[src/rtl/lmad_pkg.sv]
package lmad_pkg;

    localparam int LMAD_DATA_W = 32;
    localparam int LMAD_INSN_W = 64;
    localparam int LMAD_DEST_W = 8;
    localparam int LMAD_IMM_W  = 16;

    typedef enum logic [1:0] {
        WID_BYTE_LO = 2'd0,
        WID_BYTE_HI = 2'd1,
        WID_HALF    = 2'd2,
        WID_WORD    = 2'd3
    } lane_wid_e;

    typedef struct packed {
        logic [LMAD_DEST_W-1:0] dest;
        lane_wid_e              a_wid;
        logic [1:0]             a_sel;
        lane_wid_e              b_wid;
        logic [1:0]             b_sel;
        logic                   a_sgn;
        logic                   b_sgn;
        logic                   b_is_reg;
        logic [LMAD_IMM_W-1:0]  imm;
        logic                   unsup;
    } lmad_fields_t;

    typedef struct packed {
        logic                   valid;
        logic                   unsup;
        logic [LMAD_DEST_W-1:0] dest;
        logic [LMAD_DATA_W-1:0] result;
    } lmad_out_t;

endpackage

[src/rtl/lmad_decode.sv]
module lmad_decode
    import lmad_pkg::*;
(
    input  logic [LMAD_INSN_W-1:0] insn,
    output lmad_fields_t           fields
);

    logic unused_insn_bits;
    assign unused_insn_bits = ^{insn[19:8], insn[46:39], insn[63:56]};

    always_comb begin
        fields          = '0;
        fields.dest     = insn[7:0];
        fields.b_sel    = insn[29:28];
        fields.b_wid    = lane_wid_e'(insn[30:29]);
        fields.a_sel    = insn[37:36];
        fields.a_wid    = lane_wid_e'(insn[38:37]);
        fields.a_sgn    = insn[48];
        fields.b_sgn    = insn[49];
        fields.b_is_reg = insn[50];
        fields.imm      = insn[35:20];
        // options not implemented: condition code, scale, negates, saturate
        fields.unsup    = insn[47] | (|insn[52:51]) | insn[53] | insn[54] | insn[55];
    end

endmodule

[src/rtl/lmad_lane_extract.sv]
module lmad_lane_extract
    import lmad_pkg::*;
#(
    parameter int DATA_W = LMAD_DATA_W
) (
    input  logic [DATA_W-1:0] val,
    input  lane_wid_e         wid,
    input  logic [1:0]        sel,
    input  logic              sgn,
    output logic [DATA_W-1:0] lane
);

    localparam int BYTE_W = 8;
    localparam int HALF_W = 16;

    logic [BYTE_W-1:0] byte_pick;
    logic [HALF_W-1:0] half_pick;

    always_comb begin
        byte_pick = val[{sel, 3'b000} +: BYTE_W];
        half_pick = sel[0] ? val[2*HALF_W-1:HALF_W] : val[HALF_W-1:0];
        unique case (wid)
            WID_BYTE_LO, WID_BYTE_HI:
                lane = {{(DATA_W-BYTE_W){sgn & byte_pick[BYTE_W-1]}}, byte_pick};
            WID_HALF:
                lane = {{(DATA_W-HALF_W){sgn & half_pick[HALF_W-1]}}, half_pick};
            default:
                lane = val;
        endcase
    end

endmodule

[src/rtl/lane_mad_unit.sv]
module lane_mad_unit
    import lmad_pkg::*;
(
    input  logic        clk,
    input  logic        rst_n,
    input  logic        in_valid,
    input  logic [63:0] insn,
    input  logic [31:0] src_a,
    input  logic [31:0] src_b,
    input  logic [31:0] src_c,
    output logic        out_valid,
    output logic        out_unsup,
    output logic [7:0]  out_dest,
    output logic [31:0] out_result
);

    localparam int NUM_SRC = 2;
    localparam int OP_A    = 0;
    localparam int OP_B    = 1;

    lmad_fields_t fld;
    lmad_out_t    st_d, st_q;

    logic [LMAD_DATA_W-1:0] op_val  [NUM_SRC];
    lane_wid_e              op_wid  [NUM_SRC];
    logic [1:0]             op_sel  [NUM_SRC];
    logic                   op_sgn  [NUM_SRC];
    logic [LMAD_DATA_W-1:0] op_lane [NUM_SRC];
    logic [LMAD_DATA_W-1:0] mad_d;

    lmad_decode u_decode (
        .insn   (insn),
        .fields (fld)
    );

    // operand routing: an immediate B is forced to halfword lane 0
    always_comb begin
        op_val[OP_A] = src_a;
        op_wid[OP_A] = fld.a_wid;
        op_sel[OP_A] = fld.a_sel;
        op_sgn[OP_A] = fld.a_sgn;
        op_sgn[OP_B] = fld.b_sgn;
        if (fld.b_is_reg) begin
            op_val[OP_B] = src_b;
            op_wid[OP_B] = fld.b_wid;
            op_sel[OP_B] = fld.b_sel;
        end else begin
            op_val[OP_B] = {{(LMAD_DATA_W-LMAD_IMM_W){1'b0}}, fld.imm};
            op_wid[OP_B] = WID_HALF;
            op_sel[OP_B] = 2'd0;
        end
    end

    for (genvar gi = 0; gi < NUM_SRC; gi++) begin : g_lane
        lmad_lane_extract #(
            .DATA_W (LMAD_DATA_W)
        ) u_extract (
            .val  (op_val[gi]),
            .wid  (op_wid[gi]),
            .sel  (op_sel[gi]),
            .sgn  (op_sgn[gi]),
            .lane (op_lane[gi])
        );
    end

    assign mad_d = op_lane[OP_A] * op_lane[OP_B] + src_c;

    always_comb begin
        st_d       = st_q;
        st_d.valid = 1'b0;
        st_d.unsup = 1'b0;
        if (in_valid) begin
            if (fld.unsup) begin
                st_d.unsup = 1'b1;
            end else begin
                st_d.valid  = 1'b1;
                st_d.dest   = fld.dest;
                st_d.result = mad_d;
            end
        end
    end

    always_ff @(posedge clk) begin
        if (!rst_n) begin
            st_q <= '0;
        end else begin
            st_q <= st_d;
        end
    end

    assign out_valid  = st_q.valid;
    assign out_unsup  = st_q.unsup;
    assign out_dest   = st_q.dest;
    assign out_result = st_q.result;

    // an accepted supported instruction produces a result one cycle later
    a_r7_valid_next: assert property (@(posedge clk) disable iff (!rst_n)
        in_valid && !fld.unsup |=> out_valid && !out_unsup);

    // an idle cycle is followed by quiet outputs
    a_r7_idle_quiet: assert property (@(posedge clk) disable iff (!rst_n)
        !in_valid |=> !out_valid && !out_unsup);

    // an unsupported request blocks the write and keeps the outputs
    a_r8_unsup_holds: assert property (@(posedge clk) disable iff (!rst_n)
        in_valid && fld.unsup |=> out_unsup && !out_valid
                                  && $stable(out_dest) && $stable(out_result));

    // the destination comes from the instruction that was accepted
    a_r6_dest_follows: assert property (@(posedge clk) disable iff (!rst_n)
        in_valid && !fld.unsup |=> out_dest == $past(insn[7:0]));

    // an immediate B lane is exactly the instruction immediate
    a_r4_imm_lane: assert property (@(posedge clk) disable iff (!rst_n)
        in_valid && !fld.b_is_reg |-> op_lane[OP_B][15:0] == insn[35:20]);

    // an unsigned byte lane of A has zero upper bits
    a_r3_byte_zero_ext: assert property (@(posedge clk) disable iff (!rst_n)
        in_valid && !insn[48] && !insn[38] |-> op_lane[OP_A][31:8] == 24'd0);

endmodule

[config.mk]
export PLATFORM = sky130hd
export DESIGN_NAME = lane_mad_unit
export DESIGN_NICKNAME = d
export VERILOG_FILES = /design/src/rtl/lmad_pkg.sv /design/src/rtl/lmad_decode.sv /design/src/rtl/lmad_lane_extract.sv /design/src/rtl/lane_mad_unit.sv
export SDC_FILE = /design/constraint.sdc
export NUM_CORES = 1
export LEC_CHECK = 0
export BUFFER_PORTS_ARGS = -buffer_cell sky130_fd_sc_hd__buf_2
export CAP_MARGIN = 20
export CELL_PAD_IN_SITES_DETAIL_PLACEMENT = 0
export CELL_PAD_IN_SITES_GLOBAL_PLACEMENT = 1
export CORE_ASPECT_RATIO = 1.1
export CORE_MARGIN = 2
export CORE_UTILIZATION = 35
export DETAILED_ROUTE_END_ITERATION = 8
export GPL_TIMING_DRIVEN = 0
export PLACE_DENSITY = 0.7
export SETUP_SLACK_MARGIN = 0.5
export SKIP_LAST_GASP = 1
export SLEW_MARGIN = 0
export SYNTH_ARGS = -nofsm -noshare
export SYNTH_HDL_FRONTEND = slang
export SYNTH_SLANG_ARGS = --single-unit
[constraint.sdc]
create_clock -name clk -period 9.72 [get_ports clk]
set_input_delay 1.944 -clock clk [delete_from_list [all_inputs] [get_ports clk]]
set_output_delay 1.944 -clock clk [all_outputs]
set_load 0.005 [all_outputs]
# Word level (Yosys, flattened, before mapping)
# Index checks and enable logic that the tools add are counted.
classes:
  addsub: 1
  mul: 1
  eq_ne: 4
  shifts: 2
  n_mux: 9
  n_bitwise: 9
  n_reduce_logical: 7
op_table:
  columns: ["op", "n"]
  rows:
  - ["case mux 32 bit (2 select lines)", 2]
  - ["indexed part select 32 x 6 -> 8 bit", 2]
  - ["adder 32 bit", 1]
  - ["multiplier 32 x 32 -> 32 bit", 1]
  - ["two-way mux 16 bit", 2]
  - ["two-way mux 32 bit", 1]
  - ["OR reduction 2 bit", 3]
  - ["AND 1 bit", 4]
  - ["== test 2 x 1 -> 1 bit (second input constant)", 2]
  - ["== test 2 bit (second input constant)", 2]
  - ["zero test 2 bit", 2]
  - ["two-way mux 2 bit", 2]
  - ["bitwise OR 1 bit", 4]
  - ["AND reduction 2 bit", 2]
  - ["two-way mux 1 bit", 2]
  - ["inverter 1 bit", 1]
totals:
  regBits: 42
  in_bits: 163

# Logic depth before layout (Yosys ltp)
logic_depth:
  ltp_word: 7
  depth_mapped: 37

# Modules after synthesis
# Synthesis repeated with hierarchy kept, for this count alone.
hier_totals:
  cells_unflattened: 2334
  hier_area_um2: 20587.2
modules_own_cells:
  columns: ["module", "n_inst", "cells_per_inst", "area_each_um2", "seq_area_each_um2"]
  rows:
  - ["lane_mad_unit", 1, 2072, 18681.7, 840.8]
  - ["lmad_lane_extract", 2, 112, 814.5, 0.0]
  - ["lmad_decode", 1, 38, 276.5, 0.0]

# Least setup slack after synthesis
# OpenSTA, ideal clock, no wires.
synth_path:
  kind: "input -> register"
  start: "input insn[30]"
  end: "register st_q, in the netlist out_result[29]"
  setup_time_ps: 122
  t_arrival_ps: 10105
  t_required_ps: 9598
  slack_ps: -506
  path_stages: 34
  path_buffers: 5
  path_cell_list: "clkbuf_1 clkbuf_1 clkbuf_1 o221a_2 o211ai_1 nand2_1 clkbuf_1 buf_1 nand2_1 fa_1 fa_1 inv_1 fa_1 inv_1 fa_1 inv_1 ha_1 ha_1 fa_1 inv_1 fa_1 inv_1 ha_1 a2111oi_0 o21ai_0 a21bo_2 a221o_1 a211o_1 a21oi_1 o21ai_0 a21o_1 a21oi_1 xor2_1 o21ai_0"
synth_between:
  elab_chain_len: 6
synth_rtl:
  columns: ["item", "line_no", "text"]
  rows:
  - ["from (decl)", "lane_mad_unit.sv:7", "input logic [63:0] insn,"]
  - ["parallel branches: the longest is 3 deep, another holds two-way mux 32 bit", null, null]
  - ["case mux 32 bit (2 select lines) (*)", "lmad_lane_extract.sv:22", "unique case (wid)"]
  - ["multiplier 32 x 32 -> 32 bit (*)", "lane_mad_unit.sv:66", "assign mad_d = op_lane[OP_A] * op_lane[OP_B] + src_c;"]
  - ["adder 32 bit (*)", "lane_mad_unit.sv:66", null]
  - ["to (signal assigned)", "lane_mad_unit.sv:87", "st_q <= st_d;"]
  - ["to (decl)", "lane_mad_unit.sv:22", "lmad_out_t st_d, st_q;"]
# Every way passes the cells marked *.
# A chain may end at the register's enable or synchronous reset.

# Worst setup path in the final report
layout_path:
  start: "input insn[50]"
  end: "register st_q, in the netlist out_result[31]"
layout_between:
  elab_chain_len: 6
layout_rtl:
  columns: ["item", "line_no", "text"]
  rows:
  - ["two-way mux 32 bit / two-way mux 2 bit (equally long branches)", "lane_mad_unit.sv:43", "if (fld.b_is_reg) begin"]
  - ["indexed part select 32 x 6 -> 8 bit, or another cell as far along", "lmad_lane_extract.sv:20", "byte_pick = val[{sel, 3'b000} +: BYTE_W];"]
  - ["AND 1 bit, or another cell as far along", "lmad_lane_extract.sv:24", "lane = {{(DATA_W-BYTE_W){sgn & byte_pick[BYTE_W-1]}}, byte_pick};"]
  - ["case mux 32 bit (2 select lines) (*)", "lmad_lane_extract.sv:22", null]
  - ["multiplier 32 x 32 -> 32 bit (*)", "lane_mad_unit.sv:66", null]
  - ["adder 32 bit (*)", "lane_mad_unit.sv:66", null]
# Mark *: on every way between the ends. The rest lies on a longest branch, timed or not.

==> flow_summary.ini <==
[run_status]
outcome = finished with violations
failed_checks = setup timing

[global_routing]
grt_use_total = 0.277
gr-total-overflow = 0
antenna_found_initial = 1
grt_pass1_wl_mm = 121
first_global_vias = 19200
grt_start_max_net_pins = 15

[worst_setup_path]
cp.required_ns = 9.91
crit_path_start_kind = input pin
cp-end-kind = flip-flop
worstSetupPathType = input pin to flip-flop
cp_max_fo = 10
cp_slowest_cell = fa_1
crit_arrival_ns = 10.18
ff2ff_setup_slack_ns = 8.97
crit_top_cell = fa_1
critPathMaxStageDelay_ns = 0.57

[die]
die_area_sq_um = 58900
die_height_um = 254
rows = 91
core_sq_um = 56100
start_util = 0.355
die_width_um = 232
ios = 205

[synthesis]
synth_sequential_area_ratio = 0.0422
synth_top_area_cell = fa_1
synth-edff-count = 0
syn_area_sq_um = 19900
synth_ff_type = dfxtp_1
synth_area_leaders = fa_1 (44%), inv_1 (11%), ha_1 (7.8%)
synth_most_common_cell = inv_1
ys_seq_elements = 42
synth_commonest_cells = inv_1 (559), fa_1 (438), nand2_1 (381), nor2_1 (236), ha_1 (124)
synth_top_area_share = 0.440
netlist-cell-type-count = 79
avgSynthCellArea_sq_um = 8.27
synth_nets = 3134
syn_inst = 2409
synth.yosys.warnings = 0
async_flop_share = 0

[detailed_routing]
met3WireLength_mm = 5.68
vias_per_cell = 5.20
vias = 17900
drt-initial-drc-count = 1194
firstDrtPassIters = 5
drc = 0
topRoutingLayerUsed = met5
routed_wl_mm = 80.3
wirelength_met1_mm = 32.6
met2_length_mm = 37.6
drtAntennaViolNets = 0
wl_per_cell_um = 23.3

[clock_tree]
holdBufCountCts = 0
cts_tree = yes
path_clk_slew_ns = 0.06
cts_buffers = 5
cts_root_buf = clkbuf_16
clock_latency_ns = 0.29
clock_path_buffers = 2
clkSinkCount = 42
htree_levels = 2

[finish]
seq_area_sq_um = 841
final_area_sq_um = 24700
antenna_cells = 0
drive_above_1_share = 0.222
nets = 3420
n_fill_cell = 5584
multi_input_area_sq_um = 17600
areaGrowthSynthToFinish_pct = 24.1

[sta]
min_period_ns = 9.99
finalHoldViolations = 0
setup_viol = 3
setup_slack_ns = -0.271
slew_headroom = 0.434
fmax_mhz = 100
fin_crit_sh = 1.03
drv_slew = 0
tightest_slew_ns = 0.849
rsz0062_at_grt = true
fin_worst_skew_ns = 0

[placed_design]
portBuffers = 171
place_area_sq_um = 22200
place.gp.congestion = 0.977
dpl.hpwl_mm = 65.9

[run]
timing.max_cap.violations = 0

[worst_hold_path]
hold_class = flip-flop to flip-flop
==> cell type report <==
| type | count | share of cell area |
|---|---|---|
| Timing Repair Buffer | 279 | 0.0748 |
| Tap cell | 744 | 0.0377 |
| Multi-Input combinational cell | 1692 | 0.712 |
| Sequential cell | 42 | 0.0340 |
| Clock inverter | 3 | 0.00278 |
| Buffer | 113 | 0.0473 |
| Inverter | 562 | 0.0859 |
| Clock buffer | 5 | 0.00506 |
==> per-stage QoR <==
step	setup TNS [ns]	setup WS, ns	instances	hold slack (ns)	utilization
final	-0.316	-0.271	3440	0.468	0.440
after detailed placement	-19.05	-1.86	3331	0.458	0.395
after CTS	-0.282	-0.282	3426	0.469	0.434
after global routing	-2.01	-0.547	3440	0.476	0.440
after floorplan	0	0.296	2409	0.454	-
after global placement	-22.35	-2.30	3324	0.450	0.394
==> worst max-delay path: cells and delay by family <==
family                   cells  cell delay (ns)
XOR/XNOR                    10             2.24
buffers and inverters        5             0.72
adder cells (fa/ha/maj)      8             3.97
AND/OR/NAND/NOR              4             0.63
AO/OA/AOI/OAI                3             0.66
==> metal layers <==
layer	vias to the layer above	GRT usage
li1	7797	-
met1	9117	0.360
met2	784	0.462
met3	188	0.0373
met4	2	0.125
met5	-	0
==> sequential cells by signal (all words and copies together), names as in the netlist <==
| register | cells |
|---|---|
| out_unsup | 1 |
| out_result | 32 |
| out_valid | 1 |
| out_dest | 8 |
==> final timing paths <==
| path | endpoint | cells after the start | startpoint |
|---|---|---|---|
| hold reg to reg | out_dest[4]$_SDFFE_PN0P_ | 2 | out_dest[4]$_SDFFE_PN0P_ |
| setup reg to reg | out_result[15]$_SDFFE_PN0P_ | 3 | out_result[15]$_SDFFE_PN0P_ |
| setup / recovery | out_result[31]$_SDFFE_PN0P_ | 30 | insn[50] |
| hold / removal | out_dest[4]$_SDFFE_PN0P_ | 2 | out_dest[4]$_SDFFE_PN0P_ |
==> cells in the final DEF (no fill, tap or decap), types with 13 or more instances in the layout <==
| master | instances |
|---|---|
| o21ai_1 | 18 |
| xnor2_1 | 43 |
| buf_6 | 31 |
| a21oi_1 | 39 |
| nand2_1 | 371 |
| a21o_1 | 29 |
| o211ai_1 | 15 |
| dfxtp_1 | 42 |
| a21boi_0 | 14 |
| inv_1 | 531 |
| clkbuf_8 | 28 |
| clkbuf_4 | 28 |
| fa_1 | 430 |
| ha_1 | 105 |
| mux2i_1 | 22 |
| buf_4 | 86 |
| nor2_1 | 221 |
| inv_2 | 29 |
| o21ai_0 | 28 |
| ha_4 | 18 |
| nand3_1 | 16 |
| clkbuf_2 | 13 |
| and2_1 | 29 |
| buf_2 | 171 |
| o21a_1 | 13 |
| nand2b_1 | 13 |
==> cell families (layout without fill, tap and decap cells) <==
| group | after synthesis | in the layout | synth area share |
|---|---|---|---|
| and+or+nand+nor | 737 | 737 | 0.153 |
| buffers and inverters | 675 | 962 | 0.130 |
| adders and majority gates | 562 | 562 | 0.518 |
| AOI/OAI and AO/OA | 283 | 283 | 0.0973 |
| xor gates and xnor gates | 70 | 70 | 0.0356 |
| DFF | 42 | 42 | 0.0422 |
| muxes | 40 | 40 | 0.0242 |
==> timing repair <==
action | in CTS | in global routing
cloned | 3 | 1
endpoints found under the setup margin | 21 | 17
pin swaps | 80 | 61
hold endpoints to repair | 0 | 0
buffers inserted | 84 | 13
gates resized for setup | 317 | 83
Power is not shown: default switching activity piles up to over one toggle a cycle in this logic, so the estimate is an artifact.
